File: src/rtl/ext_irq_pkg.sv
package ext_irq_pkg;

    typedef enum logic [1:0] {
        SENSE_LOW  = 2'b00,
        SENSE_ANY  = 2'b01,
        SENSE_FALL = 2'b10,
        SENSE_RISE = 2'b11
    } sense_e;

    typedef struct packed {
        logic   en;
        sense_e sense;
    } irq_cfg_t;

    typedef struct packed {
        logic prev;
    } edge_st_t;

    typedef struct packed {
        logic flag;
    } pend_st_t;

endpackage

File: src/rtl/eirq_sync.sv
module eirq_sync #(
    parameter int unsigned STAGES  = 2,
    parameter logic        RST_VAL = 1'b1
) (
    input  logic clk_i,
    input  logic rst_ni,
    input  logic d_i,
    output logic q_o
);
    logic [STAGES-1:0] chain_d, chain_q;

    generate
        if (STAGES == 1) begin : g_one
            assign chain_d = d_i;
        end else begin : g_many
            assign chain_d = {chain_q[STAGES-2:0], d_i};
        end
    endgenerate

    always_ff @(posedge clk_i or negedge rst_ni) begin
        if (!rst_ni) chain_q <= {STAGES{RST_VAL}};
        else         chain_q <= chain_d;
    end

    assign q_o = chain_q[STAGES-1];
endmodule

File: src/rtl/eirq_cfg.sv
module eirq_cfg
    import ext_irq_pkg::*;
(
    input  logic       clk_i,
    input  logic       rst_ni,
    input  logic       wr_en_i,
    input  logic       wr_mask_i,
    input  logic [1:0] wr_sense_i,
    output logic       en_o,
    output sense_e     sense_o,
    output logic       chg_o
);
    irq_cfg_t cfg_d, cfg_q;

    always_comb begin
        cfg_d = cfg_q;
        if (wr_en_i) begin
            cfg_d.en    = wr_mask_i;
            cfg_d.sense = sense_e'(wr_sense_i);
        end
    end

    always_ff @(posedge clk_i or negedge rst_ni) begin
        if (!rst_ni) cfg_q <= '{en: 1'b0, sense: SENSE_LOW};
        else         cfg_q <= cfg_d;
    end

    assign en_o    = cfg_q.en;
    assign sense_o = cfg_q.sense;
    // a write that alters the mode: the edge seen in this cycle is discarded
    assign chg_o   = wr_en_i && (sense_e'(wr_sense_i) != cfg_q.sense);
endmodule

File: src/rtl/eirq_edge.sv
module eirq_edge
    import ext_irq_pkg::*;
(
    input  logic   clk_i,
    input  logic   rst_ni,
    input  logic   sample_i,
    input  sense_e sense_i,
    input  logic   suppress_i,
    output logic   hit_o
);
    edge_st_t st_d, st_q;
    logic     rise, fall, hit;

    always_comb begin
        st_d.prev = sample_i;
        rise      = sample_i & ~st_q.prev;
        fall      = ~sample_i & st_q.prev;
        unique case (sense_i)
            SENSE_LOW:  hit = 1'b0;
            SENSE_ANY:  hit = rise | fall;
            SENSE_FALL: hit = fall;
            SENSE_RISE: hit = rise;
            default:    hit = 1'b0;
        endcase
        if (suppress_i) hit = 1'b0;
    end

    always_ff @(posedge clk_i or negedge rst_ni) begin
        if (!rst_ni) st_q <= '{prev: 1'b1};
        else         st_q <= st_d;
    end

    assign hit_o = hit;
endmodule

File: src/rtl/pin_event_irq.sv
module pin_event_irq
    import ext_irq_pkg::*;
#(
    parameter int unsigned SYNC_STAGES = 2
) (
    input  logic       clk_i,
    input  logic       rst_ni,
    input  logic       pin_i,
    input  logic       glob_en_i,
    input  logic       wr_en_i,
    input  logic       wr_mask_i,
    input  logic [1:0] wr_sense_i,
    input  logic       clr_flag_i,
    output logic       flag_o,
    output logic       irq_o
);
    localparam int unsigned STAGES_USED = (SYNC_STAGES < 1) ? 1 : SYNC_STAGES;

    logic     pin_s;
    logic     cfg_en;
    sense_e   cfg_sense;
    logic     cfg_chg;
    logic     edge_hit;
    pend_st_t pend_d, pend_q;
    logic     cond;

    eirq_sync #(.STAGES(STAGES_USED), .RST_VAL(1'b1)) u_sync (
        .clk_i (clk_i),
        .rst_ni(rst_ni),
        .d_i   (pin_i),
        .q_o   (pin_s)
    );

    eirq_cfg u_cfg (
        .clk_i     (clk_i),
        .rst_ni    (rst_ni),
        .wr_en_i   (wr_en_i),
        .wr_mask_i (wr_mask_i),
        .wr_sense_i(wr_sense_i),
        .en_o      (cfg_en),
        .sense_o   (cfg_sense),
        .chg_o     (cfg_chg)
    );

    eirq_edge u_edge (
        .clk_i     (clk_i),
        .rst_ni    (rst_ni),
        .sample_i  (pin_s),
        .sense_i   (cfg_sense),
        .suppress_i(cfg_chg),
        .hit_o     (edge_hit)
    );

    always_comb begin
        pend_d = pend_q;
        if (edge_hit)        pend_d.flag = 1'b1;
        else if (clr_flag_i) pend_d.flag = 1'b0;
        cond = (cfg_sense == SENSE_LOW) ? ~pin_s : pend_q.flag;
    end

    always_ff @(posedge clk_i or negedge rst_ni) begin
        if (!rst_ni) pend_q <= '{flag: 1'b0};
        else         pend_q <= pend_d;
    end

    assign flag_o = pend_q.flag;
    assign irq_o  = cfg_en & glob_en_i & cond;
endmodule

File: config.mk
export PLATFORM = sky130hd
export DESIGN_NAME = pin_event_irq
export DESIGN_NICKNAME = d
export VERILOG_FILES = /design/src/rtl/ext_irq_pkg.sv /design/src/rtl/eirq_sync.sv /design/src/rtl/eirq_cfg.sv /design/src/rtl/eirq_edge.sv /design/src/rtl/pin_event_irq.sv
export SDC_FILE = /design/constraint.sdc
export NUM_CORES = 1
export LEC_CHECK = 0
export ABC_CLOCK_PERIOD_IN_PS = 2100
export BUFFER_PORTS_ARGS = -buffer_cell sky130_fd_sc_hd__buf_2
export CAP_MARGIN = 0
export CORE_AREA = 2 2 39 41
export CTS_BUF_LIST = sky130_fd_sc_hd__clkbuf_4 sky130_fd_sc_hd__clkbuf_8
export CTS_CLUSTER_SIZE = 14
export DETAILED_ROUTE_END_ITERATION = 12
export DIE_AREA = 0 0 41 43
export SLEW_MARGIN = 10
export SYNTH_ARGS = -nofsm -noshare
export SYNTH_HDL_FRONTEND = slang
export SYNTH_SLANG_ARGS = --single-unit
File: constraint.sdc
create_clock -name clk_i -period 2.1 [get_ports clk_i]
set_input_delay 0.105 -clock clk_i [delete_from_list [all_inputs] [get_ports clk_i]]
set_output_delay 0.105 -clock clk_i [all_outputs]
set_load 0.05 [all_outputs]
==> qor.yml <==
tns_ns: 0
die_w_um: 41
hold_start: "clr_flag_i"
r2r-start: "u_sync.chain_q[1]$_DFF_PN1_"
grt_pass1_wl_um: 897
antenna_found_initial: 0
drv_cap: 0
rsz0062_at_grt: "no"
critPathKind: "register to output port"
hp-class: "input pin to register"
syn-num-nets: 36
p_leak_nw: 0.216
initial_utilization_pct: 23.5
grt_start_max_net_pins: 8
die_h_um: 43
r2r_setup_slack_ns: 0.68
slew_headroom_pct: 83.6
maxClockFrequency_mhz: 673
drtIter0Drc: 0
syn_avg_cell_area_um2: 13.0
place_congestion: 0.633
internal_power_mw: 0.250
finalNetCount: 53
fin_crit_sh_pct: 70.7
overflow: 0
placed_cell_area_um2: 395
fin_util_pct: 32.0
synth_warnings: 0
power_density_nw_per_um2: 794
cts_resized: 0
power.share.clock_pct: 35.7
critPathLaunchType: "register"
numCtsBuffers: 3
areaGrowthSynthToFinish_pct: 36.2
htree_levels: 1
coreArea_um2: 1380
vdd_drop_max_mv: 0.377
syn_area_um2: 325
fp-row-count: 14
wl_um: 516
clockRootBuffer: "clkbuf_4"
crit_chain: "o31ai_1 -> and3_1 -> buf_2"
final.setup_skew_ns: 0.00148
worstHoldPathCells: 2
p_switching_mw: 0.102
cp-end-kind: "output port"
slew_viol_final: 0
critPathSlowestCell: "dfrtp_1"
dieArea_um2: 1760
synth_top_area_share_pct: 30.8
globalRouteTotalUtil_pct: 8.22
ys_seq_area_share_pct: 55.0
cts_tree: "built"
dr.pass1.iters: 1
slowest_delay_ns: 0.43
grt_pass1_vias: 223
worstMarginPinSlew_ns: 0.248
synth_top_area_cell: "dfrtp_1"
drc: 0
setup_slack_ns: 0.615
setup_violations: 0
cp_max_fo: 6
wl_per_cell_um: 9.05
drtAntennaViolNets: 0
post-place-ws_ns: 0.676
r2r-end: "flag_o$_DFFE_PN0P_"
io_pins: 11
netlist_instances: 25
ys_types: 14
run_status: "finished clean"
worst_skew_pair.late_latency_ns: 0.25
antenna_cells: 0
synth_area_leaders: "dfrtp_1 31%, dfstp_2 24%, mux2_2 10%, ha_1 7.7%, xnor2_1 5.4%"
portBuffers: 10
avgViaCountPerCell: 4.18
final_area_um2: 443
ys_seq_elements: 7
clock_tree.buffer_depth: 2
combPwrFrac_pct: 18.5
arrival_ns: 1.38
switching_share_pct: 29.0
rr_worst_depth: 5
min_to: "flag_o$_DFFE_PN0P_"
dp.final_hpwl_um: 408
routed-via-count: 238
clkTransAtPathRegs_ns: 0.06
required_ns: 2.00
p_seq_share_pct: 45.8
cts_sinks: 7
drive_gt1_share_pct: 51.2
layout_min_cycle_time_ns: 1.49
final-hold-violation-count: 0
==> what timing repair did <==
action                                 4_1_cts  5_1_grt
endpoints found under the hold margin        8        0
buffers inserted                             0        0
hold buffers                                 2        0
==> power groups by stage <==
| stage | combinational [mW] | clock [mW] | sequential [mW] |
|---|---|---|---|
| 6_report | 0.0650 | 0.126 | 0.161 |
| 5_1_grt | 0.0717 | 0.141 | 0.163 |
| 4_1_cts | 0.0663 | 0.134 | 0.161 |
| 3_5_place_dp | 0.0633 | 0 | 0.163 |
| 3_3_place_gp | 0.0629 | 0 | 0.163 |
| 2_1_floorplan | 0.0316 | 0 | 0.173 |
==> stage by stage <==
stage,hold slack (ns),total power [mW],cells
final,0.0385,0.352,57
after global routing,0.0307,0.376,57
after CTS,0.0296,0.362,57
after detailed placement,-0.0543,0.227,51
after global placement,-0.0556,0.226,51
after floorplan,-0.191,0.205,25
==> cells by family after synthesis <==
group / share of synthesized area, %
flip-flops: 55.0
AO/OA/AOI/OAI: 10.4
multiplexers: 15.0
buffers and inverters: 3.46
XOR/XNOR: 5.39
adder cells (fa/ha/maj): 7.69
AND/OR/NAND/NOR: 3.08
==> cell type report <==
class | instances | area (um^2)
clock inverters | 1 | 5.00
fillers | 140 | 941
inverters | 3 | 11.3
flip-flops and latches | 7 | 179
well taps | 16 | 20.0
repair buffers | 12 | 70.1
multi-input cells | 15 | 135
clock buffers | 3 | 22.5
==> cell usage after synthesis, drive strengths merged <==
library cell	instances
a21boi	1
a22oi	1
and3	1
dfrtp	4
dfstp	3
ha	2
inv	3
mux2	4
nor2	1
o21ai	1
o22ai	1
o31ai	1
xnor2	2
==> layout by cell type, fill, tap and decap left out, drive strengths merged <==
cell type / count
a21boi: 1
a22oi: 1
and3: 1
buf: 10
clkbuf: 3
clkinv: 1
dfrtp: 4
dfstp: 3
dlygate4sd3: 2
ha: 2
inv: 3
mux2: 4
nor2: 1
o21ai: 1
o22ai: 1
o31ai: 1
xnor2: 2
==> critical path: cells and delay by family (launching register included) <==
family | cells | cell delay, ns
simple gates | 1 | 0.18
compound gates | 1 | 0.26
buf+inv | 1 | 0.25
flops | 1 | 0.43
==> sequential cells by signal, summed over array words and instances, names as in the netlist <==
name / cells
u_sync.chain_q: 2
flag_o: 1
u_cfg.en_o: 1
u_cfg.sense_o: 2
u_edge.st_q: 1
==> worst max-delay path by stage <==
stage	to	startpoint	cells after the start	slack (ns)
floorplan	irq_o	flag_o$_DFFE_PN0P_	3	0.66
global placement	flag_o$_DFFE_PN0P_	u_sync.chain_q[1]$_DFF_PN1_	5	0.69
detailed placement	flag_o$_DFFE_PN0P_	u_sync.chain_q[1]$_DFF_PN1_	5	0.68
CTS	irq_o	u_cfg.sense_o[1]$_DFFE_PN0P_	3	0.60
global route	irq_o	u_cfg.sense_o[0]$_DFFE_PN0P_	4	0.53
finish	irq_o	u_cfg.sense_o[1]$_DFFE_PN0P_	3	0.61
==> per-layer routing <==
metal	global-route usage, %	vias to the layer above	wire (um)
li1	-	117	-
met3	9.42	0	60
met5	0	-	0
met2	9.38	11	228
met1	10.0	110	227
met4	2.00	0	0
(Power assumes the default switching activity.)
